<file path="src/rtl/lpm_pkg.sv">
package lpm_pkg;

  typedef enum logic [2:0] {
    M_RESET   = 3'd0,
    M_ACTIVE  = 3'd1,
    M_SUBACT  = 3'd2,
    M_STANDBY = 3'd3,
    M_WATCH   = 3'd4,
    M_STOP    = 3'd5
  } pmode_e;

  typedef struct packed {
    logic osc;
    logic cpu_run;
    logic cpu_sub;
    logic tb_run;
    logic tb_sub;
    logic per_run;
    logic per_sub;
    logic hold;
    logic hiz;
    logic in_en;
  } pctl_t;

  function automatic pctl_t ctl_of(pmode_e m, logic tsel);
    pctl_t c;
    c = '0;
    case (m)
      M_RESET: begin
        c.osc = 1'b1;
        c.hiz = 1'b1;
      end
      M_ACTIVE: begin
        c.osc     = 1'b1;
        c.cpu_run = 1'b1;
        c.tb_run  = 1'b1;
        c.per_run = 1'b1;
        c.in_en   = 1'b1;
      end
      M_SUBACT: begin
        c.cpu_run = 1'b1;
        c.cpu_sub = 1'b1;
        c.tb_run  = 1'b1;
        c.tb_sub  = 1'b1;
        c.per_run = 1'b1;
        c.per_sub = 1'b1;
        c.in_en   = 1'b1;
      end
      M_STANDBY: begin
        c.osc     = 1'b1;
        c.tb_run  = 1'b1;
        c.tb_sub  = tsel;
        c.per_run = 1'b1;
        c.hold    = 1'b1;
      end
      M_WATCH: begin
        c.tb_run = 1'b1;
        c.tb_sub = 1'b1;
        c.hold   = 1'b1;
      end
      M_STOP: begin
        c.hiz = 1'b1;
      end
      default: c.hiz = 1'b1;
    endcase
    return c;
  endfunction

endpackage

</file>
<file path="src/rtl/lpm_cycdiv.sv">
module lpm_cycdiv #(
  parameter int DIV = 4
) (
  input  logic clk,
  input  logic rst_n,
  input  logic run,
  input  logic osc_pulse,
  output logic cyc_pulse
);
  localparam int CW = (DIV > 2) ? $clog2(DIV) : 1;
  localparam logic [CW-1:0] LAST = CW'(DIV - 1);

  logic [CW-1:0] cnt_q;

  always_ff @(posedge clk or negedge rst_n) begin
    if (!rst_n) begin
      cnt_q <= '0;
    end else if (!run) begin
      cnt_q <= '0;
    end else if (osc_pulse) begin
      cnt_q <= (cnt_q == LAST) ? '0 : cnt_q + 1'b1;
    end
  end

  assign cyc_pulse = run && osc_pulse && (cnt_q == LAST);
endmodule

</file>
<file path="src/rtl/lpm_seq.sv">
module lpm_seq
  import lpm_pkg::*;
#(
  parameter int NOTHER = 5
) (
  input  logic              clk,
  input  logic              rst_n,
  input  logic              sby_op,
  input  logic              stop_op,
  input  logic              tmr_sel,
  input  logic              slow_on,
  input  logic              direct_on,
  input  logic              int0_req,
  input  logic              tbase_req,
  input  logic [NOTHER-1:0] other_req,
  output pmode_e            mode_q,
  output pmode_e            mode_nxt
);
  logic strobe, sby_wake, wch_wake;

  assign strobe   = sby_op || stop_op;
  assign sby_wake = int0_req || (|other_req);
  assign wch_wake = int0_req || tbase_req;

  always_comb begin
    mode_nxt = mode_q;
    case (mode_q)
      M_RESET:  mode_nxt = M_ACTIVE;
      M_ACTIVE: begin
        if (strobe) begin
          if (slow_on)      mode_nxt = M_SUBACT;
          else if (stop_op) mode_nxt = tmr_sel ? M_WATCH : M_STOP;
          else              mode_nxt = M_STANDBY;
        end
      end
      M_STANDBY: if (sby_wake) mode_nxt = M_ACTIVE;
      M_WATCH:   if (wch_wake) mode_nxt = slow_on ? M_SUBACT : M_ACTIVE;
      M_SUBACT: begin
        if (strobe) mode_nxt = (!slow_on && direct_on) ? M_ACTIVE : M_WATCH;
      end
      M_STOP:   mode_nxt = M_STOP;
      default:  mode_nxt = M_RESET;
    endcase
  end

  always_ff @(posedge clk or negedge rst_n) begin
    if (!rst_n) mode_q <= M_RESET;
    else        mode_q <= mode_nxt;
  end
endmodule

</file>
<file path="src/rtl/lpm_ctlreg.sv">
module lpm_ctlreg
  import lpm_pkg::*;
(
  input  logic   clk,
  input  logic   rst_n,
  input  pmode_e mode_nxt,
  input  logic   tmr_sel,
  output pctl_t  ctl_q
);
  always_ff @(posedge clk or negedge rst_n) begin
    if (!rst_n) ctl_q <= ctl_of(M_RESET, 1'b0);
    else        ctl_q <= ctl_of(mode_nxt, tmr_sel);
  end
endmodule

</file>
<file path="src/rtl/lpm_ctrl.sv">
module lpm_ctrl
  import lpm_pkg::*;
#(
  parameter int NOTHER   = 5,
  parameter int MAIN_DIV = 4,
  parameter int SUB_DIV  = 8
) (
  input  logic              clk,
  input  logic              rst_n,
  input  logic              main_osc_pulse,
  input  logic              sub_osc_pulse,
  input  logic              sby_op,
  input  logic              stop_op,
  input  logic              tmr_sel,
  input  logic              slow_on,
  input  logic              direct_on,
  input  logic              int0_req,
  input  logic              tbase_req,
  input  logic [NOTHER-1:0] other_req,
  output logic [2:0]        mode,
  output logic              main_osc_en,
  output logic              cpu_run,
  output logic              cpu_sel_sub,
  output logic              cpu_tick,
  output logic              tb_run,
  output logic              tb_sel_sub,
  output logic              tb_tick,
  output logic              per_run,
  output logic              per_sel_sub,
  output logic              per_tick
  ,
  output logic              out_hold,
  output logic              pins_hiz,
  output logic              in_en
);
  localparam int NDOM = 3;

  pmode_e mode_q, mode_nxt;
  pctl_t  ctl_q;
  logic   main_cyc, sub_cyc;
  logic [NDOM-1:0] dom_run, dom_sub, dom_tick;

  lpm_seq #(.NOTHER(NOTHER)) u_seq (
    .clk(clk), .rst_n(rst_n), .sby_op(sby_op), .stop_op(stop_op),
    .tmr_sel(tmr_sel), .slow_on(slow_on), .direct_on(direct_on),
    .int0_req(int0_req), .tbase_req(tbase_req), .other_req(other_req),
    .mode_q(mode_q), .mode_nxt(mode_nxt)
  );

  lpm_ctlreg u_ctl (
    .clk(clk), .rst_n(rst_n), .mode_nxt(mode_nxt), .tmr_sel(tmr_sel), .ctl_q(ctl_q)
  );

  lpm_cycdiv #(.DIV(MAIN_DIV)) u_main_div (
    .clk(clk), .rst_n(rst_n), .run(ctl_q.osc), .osc_pulse(main_osc_pulse), .cyc_pulse(main_cyc)
  );

  lpm_cycdiv #(.DIV(SUB_DIV)) u_sub_div (
    .clk(clk), .rst_n(rst_n), .run(1'b1), .osc_pulse(sub_osc_pulse), .cyc_pulse(sub_cyc)
  );

  assign dom_run = {ctl_q.per_run, ctl_q.tb_run, ctl_q.cpu_run};
  assign dom_sub = {ctl_q.per_sub, ctl_q.tb_sub, ctl_q.cpu_sub};

  for (genvar d = 0; d < NDOM; d++) begin : g_dom
    assign dom_tick[d] = dom_run[d] && (dom_sub[d] ? sub_cyc : main_cyc);
  end

  assign mode        = mode_q;
  assign main_osc_en = ctl_q.osc;
  assign cpu_run     = dom_run[0];
  assign cpu_sel_sub = dom_sub[0];
  assign cpu_tick    = dom_tick[0];
  assign tb_run      = dom_run[1];
  assign tb_sel_sub  = dom_sub[1];
  assign tb_tick     = dom_tick[1];
  assign per_run     = dom_run[2];
  assign per_sel_sub = dom_sub[2];
  assign per_tick    = dom_tick[2];
  assign out_hold    = ctl_q.hold;
  assign pins_hiz    = ctl_q.hiz;
  assign in_en       = ctl_q.in_en;
endmodule

</file>
<file path="config.mk">
export PLATFORM = sky130hd
export DESIGN_NAME = lpm_ctrl
export DESIGN_NICKNAME = d
export VERILOG_FILES = /design/src/rtl/lpm_pkg.sv /design/src/rtl/lpm_cycdiv.sv /design/src/rtl/lpm_seq.sv /design/src/rtl/lpm_ctlreg.sv /design/src/rtl/lpm_ctrl.sv
export SDC_FILE = /design/constraint.sdc
export NUM_CORES = 1
export LEC_CHECK = 0
export BUFFER_PORTS_ARGS = -buffer_cell sky130_fd_sc_hd__buf_2
export CORE_MARGIN = 1.5
export CORE_UTILIZATION = 50
export DETAILED_ROUTE_END_ITERATION = 10
export PLACE_DENSITY = 0.85
export SYNTH_ARGS = -nofsm -noshare
export SYNTH_HDL_FRONTEND = slang
export SYNTH_SLANG_ARGS = --single-unit
</file>
<file path="constraint.sdc">
create_clock -name clk -period 2.8 [get_ports clk]
set_input_delay 0.56 -clock clk [delete_from_list [all_inputs] [get_ports clk]]
set_output_delay 0.56 -clock clk [all_outputs]
set_load 0.02 [all_outputs]
</file>
---- Yosys cells after proc, flatten, opt, wreduce, memory -nomap -nowiden ----
Cells that the tools add are included.
W data, S select, Z words.
storage, ports and cells
  flip-flop bits (word level) ............. 16
  output and inout port bits .............. 16
  logic and storage cells ................. 69
operators by class
  $add $sub $neg .......................... 2
  equality and inequality tests ........... 12
  muxes and demuxes ....................... 24
  reduce and logical (&&, ||, !) cells .... 20
operators by type and width
  cell                   count
  $mux W3                8
  $pmux W3 S6            1
  $eq A3 B2 Y1 const B   4
  $eq A3 B3 Y1 const B   4
  $mux W1                10
  $mux W2                4
  $logic_and A1 B1 Y1    7
  $eq A3 B1 Y1 const B   2
  $logic_not A3 Y1       2
  $reduce_or A2 Y1       3
  $reduce_or A3 Y1       2
  $reduce_or A5 Y1       1
  $reduce_or A4 Y1       1
  $add A3 B1 Y3 const B  1
  $logic_or A1 B1 Y1     3
  $add A2 B1 Y2 const B  1
  $eq A2 B2 Y1 const B   1
  $ne A2 B2 Y1 const B   1
  $pmux W1 S2            1
  $logic_not A1 Y1       1

---- Logic depth before layout (Yosys ltp) ----
  depth in word-level cells ............... 8
  mapped depth ............................ 6
  gate-level depth less buffers ........... 6

---- By module ----
A second synthesis with hierarchy kept.
second synthesis, totals
  cells, all modules ...................... 80
  area, all modules ....................... 865.8 um^2
modules (own cells, without submodules)
  module                    times used  cells each  area an instance (um^2)  seq. area each (um^2)
  lpm_ctlreg                1           24          316.6                    202.7
  lpm_seq                   1           28          231.5                    75.1
  lpm_cycdiv at u_sub_div   1           13          163.9                    75.1
  lpm_cycdiv at u_main_div  1           8           101.3                    50.0
  lpm_ctrl                  1           7           52.6                     0.0

---- Least setup slack after synthesis ----
No wires, ideal clock.
  path kind ............................... register to register
  start ................................... register u_seq.mode_q[1]
  end ..................................... register u_ctl.ctl_q[1] (netlist name)
  arrival ................................. 1.686 ns
  required time ........................... 2.722 ns
  path slack .............................. 1.037 ns
  stages on the path, launching flop included .. 7
  path buffers ............................ 1
  clock period less this slack ............ 1.763 ns
  path through ............................ dfrtp_1 > nand2b_1 > or4_1 > and3_1 > buf_6 > xor2_2 > and2_1
on the way
  word-level cells in the longest chain between the ends .. 5
  elaborated cells on any way between the ends .. 17
ends and longest elaborated chain
  what                                        RTL line        RTL
  start, declared                             lpm_seq.sv:16   output pmode_e mode_q,
  start signal, assigned                      lpm_seq.sv:48   else mode_q <= mode_nxt;
  $eq A3 B3 Y1, or another cell as far along  lpm_seq.sv:27   case (mode_q)
  $pmux W3 S6 (*)                             lpm_seq.sv:27
  via mode_nxt[0]                             lpm_ctrl.sv:38  pmode_e mode_q, mode_nxt;
  $eq A3 B1 Y1, or another cell as far along  lpm_pkg.sv:28   case (m)
  $reduce_or A4 Y1 (no source line) (*)       --
  $mux W1 (*)                                 lpm_pkg.sv:28
Mark *: on every way through the listed nets, which the timed path passes. The rest lies on a longest branch.
A chain may end at the register's enable or synchronous reset.

---- Worst setup path after layout ----
  start ................................... register u_sub_div.cnt_q[0]
  end ..................................... output per_tick
on the way
  word-level cells in the longest chain between the ends .. 4
ends and longest elaborated chain
  what                    RTL line          RTL
  start, declared         lpm_cycdiv.sv:13  logic [CW-1:0] cnt_q;
  start signal, assigned  lpm_cycdiv.sv:21  cnt_q <= (cnt_q == LAST) ? '0 : cnt_q + 1'b1;
  $eq A3 B3 Y1            lpm_cycdiv.sv:25  assign cyc_pulse = run && osc_pulse && (cnt_q == LAST);
  $logic_and A1 B1 Y1     lpm_cycdiv.sv:25
  $mux W1                 lpm_ctrl.sv:66    assign dom_tick[d] = dom_run[d] && (dom_sub[d] ? sub_cyc : main_cyc);
  $logic_and A1 B1 Y1     lpm_ctrl.sv:66
  end, declared           lpm_ctrl.sv:30    output logic per_tick
Every way passes these cells.

==> results.toml <==
[outcome]
outcome = "finished, final reports clean"

[timing]
slew_viol_final = 0
clock.fmax_mhz = 472.9
rsz0062_at_grt = "no"
tightest_slew_ns = 0.4856
layout_setup_ws_ns = 0.6854
finalSetupTns_ns = 0
finalSetupViolCount = 0
whs_ns = 0.1776
fin_crit_ns = 2.115
post-route-period-util_pct = 75.52
clock_skew_ns = 0.004270
max_slew_margin_pct = 67.22
hold_viol = 0

[floorplanning]
initial_utilization_pct = 54.35
die_height_um = 43.70
num_io_pins = 32
coreArea_mm2 = 0.001524
die_w_um = 43.70
rows = 14
die-area_mm2 = 0.001910

[clock_tree]
cts_buffers = 3
clkSlewWorstSetupHoldPaths_ns = 0.09
post-cts-setup-buffers = 0
tritoncts = "done"
cts_buffer_depth = 2
hold_buffers = 0
root_buffer = "clkbuf_4"
clkSinkCount = 16
worstSkewPairLatency_ns = 0.27
cts_resized = 0
h-tree-depth = 1

[grt]
antenna_found_initial = 0
grt.overflow.total = 0
grt_start_max_net_pins = 17
grt_usage_pct = 19.95
grt_pass1_vias = 648
grt_pass1_wl_um = 2773

[pwr]
total_power_mw = 1.100
leakage_nw = 0.5222
ir_drop_mv = 0.6035
pwr_density_cell_mw_per_mm2 = 1096

[cells_and_area]
area_growth_pct = 21.15
nFillCells = 124
design_area_mm2 = 0.001003
regArea_um2 = 402.9
nets = 127
multiInputGateArea_um2 = 384.1
drive_gt1_share_pct = 42.99
num_antenna_cells = 0

[synth]
yosys_most_used_dff = "dfrtp_1"
synth_edf_count = 0
synth.ff_latch_count = 16
syn_inst = 75
ys_warn_count = 0
yosys.area.top_type = "dfrtp_1"
syn_area_um2 = 828.3
synth.area.top_cells = "dfrtp_1 (42%), dfstp_2 (6.3%), mux2_2 (5.4%)"
yosys.area.top_type_share_pct = 42.30
syn_area_per_cell_um2 = 11.04
syn_nets = 94
synth_cell_types = 32
async_flop_share_pct = 100.0
ys_seq_area_share_pct = 48.64

[drt]
drt_iter0_drc = 10
vias = 663
wl_um = 1605
routed_via_density = 5.390
first_pass_iters = 4
post-route-drc-count = 0
postRouteAntennaNets = 0
wl_per_cell_um = 13.05

[worst_setup_path]
r2r_end = "u_ctl.ctl_q[1]$_DFF_PN1_"
worstSetupEndpointType = "output pin"
worstPathRequired_ns = 2.24
crit_buf_inv = 1
critPathKind = "reg -> out"
critical_path.top_delay_family = "adder cells"
worstPathArrival_ns = 1.55
critPathMaxStageDelay_ns = 0.40
rrSetupSlack_ns = 0.96
reg2reg_depth = 5
critPathMaxFanout = 3
cp_slowest_cell = "dfrtp_1"
crit_top_cell = "ha_1"
r2r_start = "u_seq.mode_q[1]$_DFF_PN0_"
start_kind = "register"
path_cells = "ha_1, ha_1, nand3_1, o21ai_0, and2_1, buf_2"

[place]
gp_congestion = 0.9637
io_buffer_count = 31
place_ws_ns = 0.8071
hpwl_um = 1269
place_area_um2 = 977.2

[min_path]
hold_class = "in -> async"

[run]
drv_cap = 0
flip-flops by register name, summed over array words and instances, names as in the netlist:
register	cells
u_seq.mode_q	3
u_ctl.ctl_q	8
u_sub_div.cnt_q	3
u_main_div.cnt_q	2
cells in the mapped netlist, drive strengths merged, types with 3 or more instances:
| library cell | number |
|---|---|
| ha | 3 |
| o21ai | 3 |
| dfrtp | 14 |
| and2 | 5 |
| nand3 | 3 |
| nor2 | 6 |
| mux2 | 4 |
| mux2i | 4 |
| buf | 3 |
| inv | 4 |
| nand2 | 4 |
how the worst max path moves through the flow:
stage,from,end,depth (start not counted)
final,u_sub_div.cnt_q[0]$_DFFE_PN0P_,per_tick,6
after global routing,u_sub_div.cnt_q[0]$_DFFE_PN0P_,per_tick,6
after CTS,u_sub_div.cnt_q[0]$_DFFE_PN0P_,per_tick,6
after detailed placement,stop_op,u_ctl.ctl_q[1]$_DFF_PN1_,6
after global placement,stop_op,u_ctl.ctl_q[1]$_DFF_PN1_,6
after floorplan,u_seq.mode_q[1]$_DFF_PN0_,u_ctl.ctl_q[1]$_DFF_PN1_,6
through the flow:
stage / utilization [%] / cells
detailed placement: 64.12 / 119
global placement: 64.12 / 119
CTS: 65.85 / 123
finish: 65.85 / 123
global route: 65.85 / 123
floorplan: - / 75
final cells by class:
cell class                 instances  share of cell area, %
sequential                        16                  40.15
multi-input combinational         52                  38.28
timing repair buffer              31                  15.46
tap                               16                  1.995
clock buffer                       4                  2.618
inverter                           4                  1.496
per-layer routing:
metal | GRT usage [%] | wire (um) | vias to the layer above
met1 | 26.45 | 752 | 310
met5 | 0 | 0 | -
met3 | 5.833 | 84 | 2
met2 | 30.29 | 751 | 20
li1 | - | - | 331
met4 | 9.091 | 18 | 0
logic make-up (layout without fill, tap and decap cells):
family | Yosys count | in the layout | synth area share, %
multiplexers | 8 | 8 | 10.27
AND/OR/NAND/NOR | 28 | 28 | 19.04
adder cells (fa/ha/maj) | 3 | 3 | 4.532
AO/OA/AOI/OAI | 11 | 11 | 9.516
buffers and inverters | 7 | 39 | 4.984
XOR/XNOR | 2 | 2 | 3.022
flip-flops | 16 | 16 | 48.64
cell usage in the layout, fill, tap and decap left out:
cell type / count
nor4_1: 1
o311ai_0: 1
nand2_1: 4
clkbuf_4: 3
clkbuf_1: 1
or2_2: 1
dfstp_2: 2
or4_1: 1
inv_1: 4
o22a_2: 1
nor4bb_1: 1
a2bb2oi_1: 1
and3_1: 1
a31oi_1: 2
and2_1: 5
a21oi_1: 1
nor2_2: 1
nor2b_1: 1
and2b_2: 1
xor2_2: 1
buf_2: 31
xor2_1: 1
nand3_1: 3
nor2_1: 5
mux2i_1: 4
mux2_2: 4
dfrtp_1: 14
o32a_2: 1
nand2b_1: 2
nor3b_1: 1
o21ai_0: 3
a22oi_1: 1
ha_1: 3
worst reg2reg max path, cell delays in order (launching register included):
cell,delay (ns)
dfrtp_1,0.45
nand2b_1,0.18
or4_1,0.48
and3_1,0.29
xor2_2,0.18
and2_1,0.18
report_power, final:
group	internal, mW	leakage (nW)	total [mW]	switching (mW)
combinational	0.238	0.316	0.554	0.316
clock	0.0551	0.0150	0.120	0.0647
sequential	0.348	0.191	0.426	0.0774
Power figures use the tool's default switching activity.
